## src/rtl/nanprop_pkg.sv

```systemverilog
package nanprop_pkg;

    typedef enum logic [1:0] {
        NC_NUM   = 2'd0,
        NC_QUIET = 2'd1,
        NC_SIG   = 2'd2
    } nan_cls_e;

    typedef enum logic [1:0] {
        PP_ORDERED = 2'd0,
        PP_FIRST   = 2'd1,
        PP_MAG     = 2'd2,
        PP_RSVD    = 2'd3
    } pick_policy_e;

    typedef struct packed {
        nan_cls_e cls;
        logic     sign;
    } op_info_t;

    function automatic logic cls_is_sig(input nan_cls_e c);
        return c == NC_SIG;
    endfunction

    function automatic logic cls_is_quiet(input nan_cls_e c);
        return c == NC_QUIET;
    endfunction

    function automatic logic cls_is_nan(input nan_cls_e c);
        return c != NC_NUM;
    endfunction

endpackage

```

## src/rtl/nanprop_classify.sv

```systemverilog
module nanprop_classify
    import nanprop_pkg::*;
#(
    parameter int EXP_W  = 8,
    parameter int FRAC_W = 23
) (
    input  logic [EXP_W+FRAC_W-1:0] mag,
    input  logic                    legacy_pol,
    output nan_cls_e                cls
);
    logic exp_full;
    logic frac_nz;
    logic top_bit;

    assign exp_full = &mag[FRAC_W +: EXP_W];
    assign frac_nz  = |mag[FRAC_W-1:0];
    assign top_bit  = mag[FRAC_W-1];

    always_comb begin
        if (!(exp_full && frac_nz)) begin
            cls = NC_NUM;
        end else if (top_bit ^ legacy_pol) begin
            cls = NC_QUIET;
        end else begin
            cls = NC_SIG;
        end
    end
endmodule

```

## src/rtl/nanprop_pick.sv

```systemverilog
module nanprop_pick
    import nanprop_pkg::*;
#(
    parameter int MAG_W = 31
) (
    input  op_info_t     info_a,
    input  op_info_t     info_b,
    input  logic [MAG_W-1:0] mag_a,
    input  logic [MAG_W-1:0] mag_b,
    input  pick_policy_e policy,
    output logic         take_b
);
    logic a_wins_mag;

    // Larger magnitude wins; on a tie the positive operand wins.
    always_comb begin
        if (mag_a > mag_b) begin
            a_wins_mag = 1'b1;
        end else if (mag_a < mag_b) begin
            a_wins_mag = 1'b0;
        end else begin
            a_wins_mag = !info_a.sign && info_b.sign;
        end
    end

    always_comb begin
        unique case (policy)
            PP_FIRST: begin
                take_b = !cls_is_nan(info_a.cls);
            end
            PP_MAG: begin
                if (cls_is_sig(info_a.cls)) begin
                    if (cls_is_sig(info_b.cls)) begin
                        take_b = !a_wins_mag;
                    end else begin
                        take_b = cls_is_quiet(info_b.cls);
                    end
                end else if (cls_is_quiet(info_a.cls)) begin
                    if (cls_is_quiet(info_b.cls)) begin
                        take_b = !a_wins_mag;
                    end else begin
                        take_b = 1'b0;
                    end
                end else begin
                    take_b = 1'b1;
                end
            end
            default: begin
                if (cls_is_sig(info_a.cls)) begin
                    take_b = 1'b0;
                end else if (cls_is_sig(info_b.cls)) begin
                    take_b = 1'b1;
                end else if (cls_is_quiet(info_a.cls)) begin
                    take_b = 1'b0;
                end else begin
                    take_b = 1'b1;
                end
            end
        endcase
    end
endmodule

```

## src/rtl/nanprop_finish.sv

```systemverilog
module nanprop_finish
    import nanprop_pkg::*;
#(
    parameter int EXP_W  = 8,
    parameter int FRAC_W = 23,
    localparam int FP_W  = 1 + EXP_W + FRAC_W
) (
    input  logic [FP_W-1:0] chosen,
    input  nan_cls_e        chosen_cls,
    input  logic            legacy_pol,
    input  logic            dflt_mode,
    output logic [FP_W-1:0] result
);
    localparam logic [FP_W-1:0] DFLT_NEW =
        {1'b0, {EXP_W{1'b1}}, 1'b1, {(FRAC_W-1){1'b0}}};
    localparam logic [FP_W-1:0] DFLT_OLD =
        {1'b0, {EXP_W{1'b1}}, 1'b0, {(FRAC_W-1){1'b1}}};
    localparam logic [FP_W-1:0] QUIET_MASK =
        {{(FP_W-FRAC_W){1'b0}}, 1'b1, {(FRAC_W-1){1'b0}}};

    logic [FP_W-1:0] dflt_nan;

    assign dflt_nan = legacy_pol ? DFLT_OLD : DFLT_NEW;

    always_comb begin
        if (dflt_mode) begin
            result = dflt_nan;
        end else if (cls_is_sig(chosen_cls)) begin
            result = legacy_pol ? dflt_nan : (chosen | QUIET_MASK);
        end else begin
            result = chosen;
        end
    end
endmodule

```

## src/rtl/nanprop_unit.sv

```systemverilog
module nanprop_unit
    import nanprop_pkg::*;
#(
    parameter int FP_W  = 32,
    parameter int EXP_W = 8
) (
    input  logic            clk,
    input  logic            rst,
    input  logic            valid_in,
    input  logic [FP_W-1:0] op_a,
    input  logic [FP_W-1:0] op_b,
    input  logic            legacy_pol,
    input  logic [1:0]      policy,
    input  logic            dflt_mode,
    output logic            valid_out,
    output logic [FP_W-1:0] result,
    output logic            invalid
);
    localparam int FRAC_W = FP_W - 1 - EXP_W;
    localparam int MAG_W  = FP_W - 1;
    localparam int N_OPS  = 2;

    logic [FP_W-1:0] ops [N_OPS];
    nan_cls_e        cls [N_OPS];
    op_info_t        info [N_OPS];

    assign ops[0] = op_a;
    assign ops[1] = op_b;

    for (genvar gi = 0; gi < N_OPS; gi++) begin : g_op
        nanprop_classify #(
            .EXP_W (EXP_W),
            .FRAC_W(FRAC_W)
        ) u_cls (
            .mag       (ops[gi][MAG_W-1:0]),
            .legacy_pol(legacy_pol),
            .cls       (cls[gi])
        );
        assign info[gi] = '{cls: cls[gi], sign: ops[gi][FP_W-1]};
    end

    logic            take_b;
    logic [FP_W-1:0] chosen;
    nan_cls_e        chosen_cls;
    logic [FP_W-1:0] res_c;
    logic            inv_c;

    nanprop_pick #(
        .MAG_W(MAG_W)
    ) u_pick (
        .info_a(info[0]),
        .info_b(info[1]),
        .mag_a (op_a[MAG_W-1:0]),
        .mag_b (op_b[MAG_W-1:0]),
        .policy(pick_policy_e'(policy)),
        .take_b(take_b)
    );

    assign chosen     = take_b ? op_b : op_a;
    assign chosen_cls = take_b ? cls[1] : cls[0];
    assign inv_c      = cls_is_sig(cls[0]) || cls_is_sig(cls[1]);

    nanprop_finish #(
        .EXP_W (EXP_W),
        .FRAC_W(FRAC_W)
    ) u_fin (
        .chosen    (chosen),
        .chosen_cls(chosen_cls),
        .legacy_pol(legacy_pol),
        .dflt_mode (dflt_mode),
        .result    (res_c)
    );

    always_ff @(posedge clk) begin
        if (rst) begin
            valid_out <= 1'b0;
            result    <= '0;
            invalid   <= 1'b0;
        end else begin
            valid_out <= valid_in;
            if (valid_in) begin
                result  <= res_c;
                invalid <= inv_c;
            end
        end
    end
endmodule

```

## config.mk

```make
export PLATFORM = sky130hd
export DESIGN_NAME = nanprop_unit
export DESIGN_NICKNAME = d
export VERILOG_FILES = /design/src/rtl/nanprop_pkg.sv /design/src/rtl/nanprop_classify.sv /design/src/rtl/nanprop_pick.sv /design/src/rtl/nanprop_finish.sv /design/src/rtl/nanprop_unit.sv
export SDC_FILE = /design/constraint.sdc
export NUM_CORES = 1
export LEC_CHECK = 0
export ABC_AREA = 1
export BUFFER_PORTS_ARGS = -buffer_cell sky130_fd_sc_hd__buf_2
export CELL_PAD_IN_SITES_DETAIL_PLACEMENT = 2
export CELL_PAD_IN_SITES_GLOBAL_PLACEMENT = 2
export CORE_UTILIZATION = 26
export DETAILED_ROUTE_END_ITERATION = 8
export MAX_ROUTING_LAYER = met4
export PLACE_DENSITY = 0.84
export SETUP_SLACK_MARGIN = 0.5
export SYNTH_ARGS = -nofsm -noshare
export SYNTH_HDL_FRONTEND = slang
export SYNTH_SLANG_ARGS = --single-unit
export TNS_END_PERCENT = 1
```

## constraint.sdc

```tcl
create_clock -name clk -period 2.3 [get_ports clk]
set_clock_uncertainty 0.1 [all_clocks]
set_input_delay 0.23 -clock clk [delete_from_list [all_inputs] [get_ports clk]]
set_output_delay 0.23 -clock clk [all_outputs]
set_load 0.05 [all_outputs]
```

==> impl_metrics.csv, run 1 <==
group,metric,value,unit
detailed_routing,post_drt_wl_per_cell,27.7,um
synth,synth_cell_type_count,31,
timing,finalCriticalPeriod,2570,ps
final_layout,nets,803,
run_status,status,"complete, but fails checks",
global_route,use_met2,54.8,%
detailed_routing,drtIter0Drc,266,
timing,slew_headroom,56.3,%
timing,finalSetupViolCount,31,
worst_setup_path,cp.arrival,2610,ps
timing,worstMarginPinSlew,656,ps
final_layout,area_delta_synth_final,83.6,%
synth,synth_area_leader_cell,"dfxtp_1",
synth,yosys_warnings,0,
clock_network,cts_hold_buf,0,
synth,syn_area,3110,um^2
power,peakVddDrop,264,uV
worst_setup_path,crit_path_start,"op_b[29]",
timing,min_period_over_period,112,%
global_route,busiest_layer,"met2",
worst_setup_path,cp_max_fo,8,
floorplan,dieArea,12400,um^2
timing,timing_hold_violations_final,0,
clock_network,clk_pin_slew,60,ps
floorplan,placeableCoreArea,11600,um^2
synth,synth_fp_nets,618,
floorplan,start_util,26.9,%
synth,netlist_top_cells_area,"dfxtp_1, nand2_1, ha_1",
global_route,grt_usage,30.2,%
clock_network,htree_num_levels,2,
final_layout,multi_input_area,2800,um^2
worst_setup_path,crit_type,"input pin to flop",
global_route,use_met1,33.5,%
floorplan,rows,39,
worst_setup_path,r2r-end,"result[24]",
timing,tns,-4920,ps
worst_setup_path,critPathCapture,"result[3]",
placement,gp_congestion,0.848,
global_route,grt_pass1_wl,27.8,mm
timing,final-max-slew-violation-count,0,
placement,pre_cts_ws,-521,ps
timing,whs,235,ps
final_layout,final_layout_size_suffix_gt1_share,53.1,%
final_layout,utilization,49.4,%
clock_network,cts_buffer_depth,2,
final_layout,diodes,0,
timing,fmax,0.389,GHz
run_status,failed_checks,"DRC, setup timing",
detailed_routing,routed_wl,23.4,mm
synth,syn_inst,514,
worst_setup_path,worstSetupEndpointType,"flop",
worst_setup_path,worstRegToRegCells,4,
detailed_routing,viasPerCell,5.37,
worst_setup_path,rrSetupSlack,1250,ps
worst_setup_path,startpoint_type,"input pin",
global_route,grt_max_degree,32,
final_layout,fill_cells,1303,
clock_network,cts-root-buf,"clkbuf_16",
floorplan,die_h,111,um
global_route,grtUsageMet3,3.16,%
placement,numPortBuffers,104,
global_route,gr-total-overflow,0,
clock_network,cts_buffers,5,
power,power_density,485,nW/um^2
hold_path,holdCritPathClass,"input pin to flop",
synth,yosysTopAreaCellShare,21.9,%
worst_setup_path,r2r_start,"result[24]",
timing,setup_slack,-270,ps
detailed_routing,drc,6,
power,leakagePower,0.00292,uW
final_layout,regArea,681,um^2
synth,syn_area_per_cell,6.06,um^2
global_route,antenna_found_initial,0,
detailed_routing,ant_nets,0,
global_route,grt_pass1_vias,4818,
floorplan,boundaryPins,105,
placement,hpwl,12.4,mm
job,max_cap_viol_count,0,
clock_network,clk_latency,290,ps
worst_setup_path,worstPathRequired,2340,ps
timing,rsz0062_at_grt,"yes",
clock_network,clock_sinks,34,
floorplan,die_w,111,um
detailed_routing,first_pass_iters,6,
synth,synth_seq_area_share,21.9,%
detailed_routing,num_vias,4520,
synth,synth_seq_cells,34,
clock_network,cts_tree,"built",
registers in the layout (all words and copies together), names as in the netlist:
name       flops
valid_out      1
invalid        1
result        32
cell type report:
type	instances	area share, %
multi-input cells	372	48.9
flip-flops and latches	34	11.9
well taps	143	3.13
repair buffers	197	27.2
clock buffers	7	2.32
inverters	89	6.46
worst min-delay path by stage:
stage                     startpoint    endpoint  slack, ps  cells past startpoint
after CTS                    op_b[3]   result[3]        210                      5
final                        op_b[2]   result[2]        230                      5
after global placement    result[20]  result[20]        350                      2
after detailed placement  result[20]  result[20]        360                      2
after floorplan                  rst   valid_out        210                      1
after global routing         op_b[2]   result[2]        250                      5
critical path: stages:
cell and delay (ps):
buf_2 130, inv_2 80, ha_4 290, nand4_1 160, buf_6 190, nor3_4 170
nand2_2 110, nand2_2 70, nand2_2 50, nand2_2 70, nand2_4 80, nand2_8 150
nand2_4 90, nand3_4 160, buf_12 140, buf_16 140, nand2_1 90, a21oi_2 120
nor2_1 60
cell usage after synthesis:
cell type	count
buf_4	3
nand3_4	2
a21oi_1	33
nor2_1	56
o21ai_2	3
buf_2	4
nand4_1	15
nand3b_1	1
o211ai_1	1
a21oi_2	1
xnor2_2	2
nand2_4	2
nor3_1	3
nand3_2	1
clkbuf_1	9
o21ai_0	20
o21ai_1	16
inv_1	88
buf_8	2
or2_2	1
nand3_1	21
nor4_1	1
a21o_1	2
inv_2	1
buf_6	1
nor2_2	3
dfxtp_1	34
ha_1	33
nand2_2	2
nand2_1	152
nand2_8	1
where the power goes:
part | leakage, uW | switching, uW | internal (uW)
logic | 0.00257 | 882 | 552
registers | 0.000281 | 33.0 | 635
clock network | 0.0000640 | 275 | 397
total | 0.00292 | 1190 | 1580
per-layer routing:
metal,vias up,routed length [um]
li1,1986,-
met1,2233,8820
met2,207,12000
met3,94,1120
met4,0,1430
met5,-,0
repair_timing:
item,CTS,global route
buffers inserted,7,8
gates cloned,2,2
gates resized for setup,64,197
endpoints found under the setup margin,32,33
pin swaps,21,71
metrics by stage:
stage | cells | instance area (um^2) | total power (uW)
floorplan | 514 | 3130 | 1200
global placement | 816 | 4310 | 1530
detailed placement | 816 | 4310 | 1600
CTS | 832 | 4820 | 2360
global route | 842 | 5720 | 2860
finish | 842 | 5720 | 2780
cell usage in the layout (no fill, tap or decap), drive strengths merged:
master  synthesis  routed
nor4            1       1
nor3            3       3
a21oi          34      34
xnor2           2       2
nand2         157     157
buf            10     195
dfxtp          34      34
nor2           59      59
clkbuf          9       9
inv            89      89
or2             1       1
nand3b          1       1
a21o            2       2
ha             33      33
nand3          24      24
nand4          15      15
o21ai          39      39
o211ai          1       1
logic make-up (layout without fill, tap and decap cells):
kind of cell | after synthesis | in the layout | share of synthesized area, %
adders and majority gates | 33 | 33 | 13.3
and+or+nand+nor | 261 | 261 | 36.4
AOI/OAI and AO/OA | 76 | 76 | 12.9
DFF | 34 | 34 | 21.9
buffers and inverters | 108 | 293 | 14.5
xor gates and xnor gates | 2 | 2 | 1.04
Note: power is estimated with default switching activity, not from simulation.
==> run 2: changes to the inputs <==
- SETUP_SLACK_MARGIN: 0.5 -> unset
- clock period: 2.3 -> 2.87 ns (I/O delays scaled with it)
==> run 2 against run 1 <==
  * The flow finishes with violations (DRC)
  * Power is 40% lower
  * Global-route usage is 10 points lower
  * Cell count is 11% lower
  * Design area is 33% lower
  * Non-clock buffer count is 90 lower
  * Hold slack better by 48 ps
  * Sequential power is 21% lower
  * Sequential share of layout area is 5.8 points higher
  * Largest power group unchanged
  * Highest routed layer unchanged
==> impl_metrics.csv, run 2 (synthesis gave the netlist of run 1 again) <==
group,metric,value,unit
floorplan,start_util,26.9,%
detailed_routing,ant_nets,0,
worst_setup_path,startpoint_type,"input pin",
worst_setup_path,crit_type,"input pin to flop",
final_layout,fill_cells,1475,
detailed_routing,num_vias,3587,
final_layout,final_area,3850,um^2
detailed_routing,post_drt_wl_per_cell,15.9,um
hold_path,hold-path-endpoint,"result[19]",
worst_setup_path,cp.arrival,2510,ps
final_layout,final_layout_size_suffix_gt1_share,21.5,%
power,power_density,431,nW/um^2
power,peakVddDrop,189,uV
placement,gp_congestion,0.840,
detailed_routing,viasPerCell,4.77,
worst_setup_path,rrSetupSlack,1960,ps
clock_network,cts_resized,0,
timing,rsz0062_at_grt,"no",
worst_setup_path,worst-path-buf-inv,2,
timing,slew_headroom,52.9,%
clock_network,cts-root-buf,"clkbuf_16",
placement,hpwl,9.94,mm
final_layout,reg_top3,"result (32), invalid (1), valid_out (1)",
floorplan,placeableCoreArea,11600,um^2
worst_setup_path,r2r-end,"result[15]",
global_route,grt_usage,20.2,%
detailed_routing,first_pass_iters,8,
final_layout,area_delta_synth_final,23.7,%
final_layout,final_common_cell,"nand2_1",
clock_network,clock_sinks,34,
worst_setup_path,crit_chain,"buf_2, inv_1, ha_1, nand2_1, nor2_1, nand2_1, nor3_1, nand2_1, nand2_1, nand2_1, nand2_2, nand2_4, nand2_8, nand2_4, nand3_4, nand2_1, a21oi_1, nor2_1",
timing,setup_slack,391,ps
floorplan,die_w,111,um
timing,worstMarginPinSlew,704,ps
final_layout,top_register,"result",
floorplan,dieArea,12400,um^2
clock_network,clk_pin_slew,50,ps
power,leakagePower,0.00225,uW
final_layout,nets,713,
clock_network,postCtsSetupRepairBufs,0,
global_route,antenna_found_initial,0,
detailed_routing,drc,7,
final_layout,mostFrequentLayoutCells,"nand2_1, buf_2, inv_1",
worst_setup_path,worstPathRequired,2900,ps
global_route,busiest_layer,"met2",
placement,placed_cell_area,3720,um^2
clock_network,clk_latency,280,ps
timing,timing_hold_violations_final,0,
final_layout,largest_reg_flops,32,
detailed_routing,drtIter0Drc,118,
timing,min_period_over_period,86.4,%
floorplan,rows,39,
worst_setup_path,cp_max_fo,45,
placement,numPortBuffers,104,
clock_network,cts_tree,"built",
floorplan,die_h,111,um
worst_setup_path,path_delay_family,"simple AND/OR/NAND/NOR gates",
run_status,failed_checks,"DRC",
worst_setup_path,crit_top_cell,"nand2_1",
timing,fmax,0.403,GHz
global_route,gr-total-overflow,0,
worst_setup_path,cpMaxStageDelayCell,"ha_1",
placement,pre_cts_ws,50.2,ps
worst_setup_path,worstSetupEndpointType,"flop",
timing,tns,0,ps
global_route,grt_max_degree,46,
run_status,status,"complete, but fails checks",
final_layout,diodes,0,
global_route,grt_pass1_wl,19.4,mm
hold_path,whs_path_depth,5,
clock_network,cts_hold_buf,0,
hold_path,holdCritPathClass,"input pin to flop",
global_route,grtUsageMet3,2.12,%
global_route,use_met1,24.1,%
hold_path,hold_path.startpoint,"op_b[19]",
clock_network,cts_buffer_depth,2,
worst_setup_path,critPathMaxStageDelay,290,ps
worst_setup_path,worstRegToRegCells,4,
clock_network,htree_num_levels,2,
timing,finalCriticalPeriod,2480,ps
clock_network,cts_buffers,5,
job,max_cap_viol_count,0,
floorplan,boundaryPins,105,
global_route,grt_pass1_vias,3902,
global_route,use_met2,36.1,%
detailed_routing,routed_wl,11.9,mm
timing,finalSetupViolCount,0,
timing,final-max-slew-violation-count,0,
worst_setup_path,r2r_start,"result[15]",
-- run 2: worst max-delay path by stage --
stage | startpoint | end | slack (ps) | cells past startpoint
floorplan | op_b[30] | result[19] | 760 | 17
global placement | op_b[26] | result[0] | 200 | 18
detailed placement | op_b[26] | result[0] | 50 | 18
CTS | op_b[26] | result[0] | 370 | 18
global route | op_b[18] | result[11] | 100 | 18
finish | op_b[26] | result[0] | 390 | 18
-- run 2: per-stage QoR --
step | cells | total power (uW) | utilization (%) | hold WS, ps
floorplan | 514 | 964 | - | 271
global placement | 745 | 1130 | 32.2 | 349
detailed placement | 745 | 1160 | 32.2 | 360
CTS | 752 | 1680 | 33.3 | 278
global route | 752 | 1760 | 33.3 | 340
finish | 752 | 1660 | 33.3 | 283
-- run 2: final cells by class --
cell class                 count  area (um^2)  area share (%)
multi-input combinational    372         1980            51.5
clock buffer                   7          133            3.44
sequential                    34          681            17.7
inverter                      89          334            8.67
tap                          143          179            4.65
timing repair buffer         107          543            14.1
-- run 2: per-layer routing --
layer,vias up,part of all wire (%),wire [um]
met4,0,1.3,157
met5,-,0,0
met1,1717,46,5460
met2,60,50,5980
met3,12,2.8,331
li1,1798,-,-
-- run 2: worst min-delay path, cell delays in order --
cell,delay (ps)
buf_2,100
o21ai_2,70
nand2_1,60
nor2_1,40
nor2_1,60
-- run 2: power by group --
part,leakage (uW),switching (uW),internal [uW]
clock network,0.0000640,189,317
registers,0.000281,19.7,510
logic,0.00191,435,188
total,0.00225,644,1020
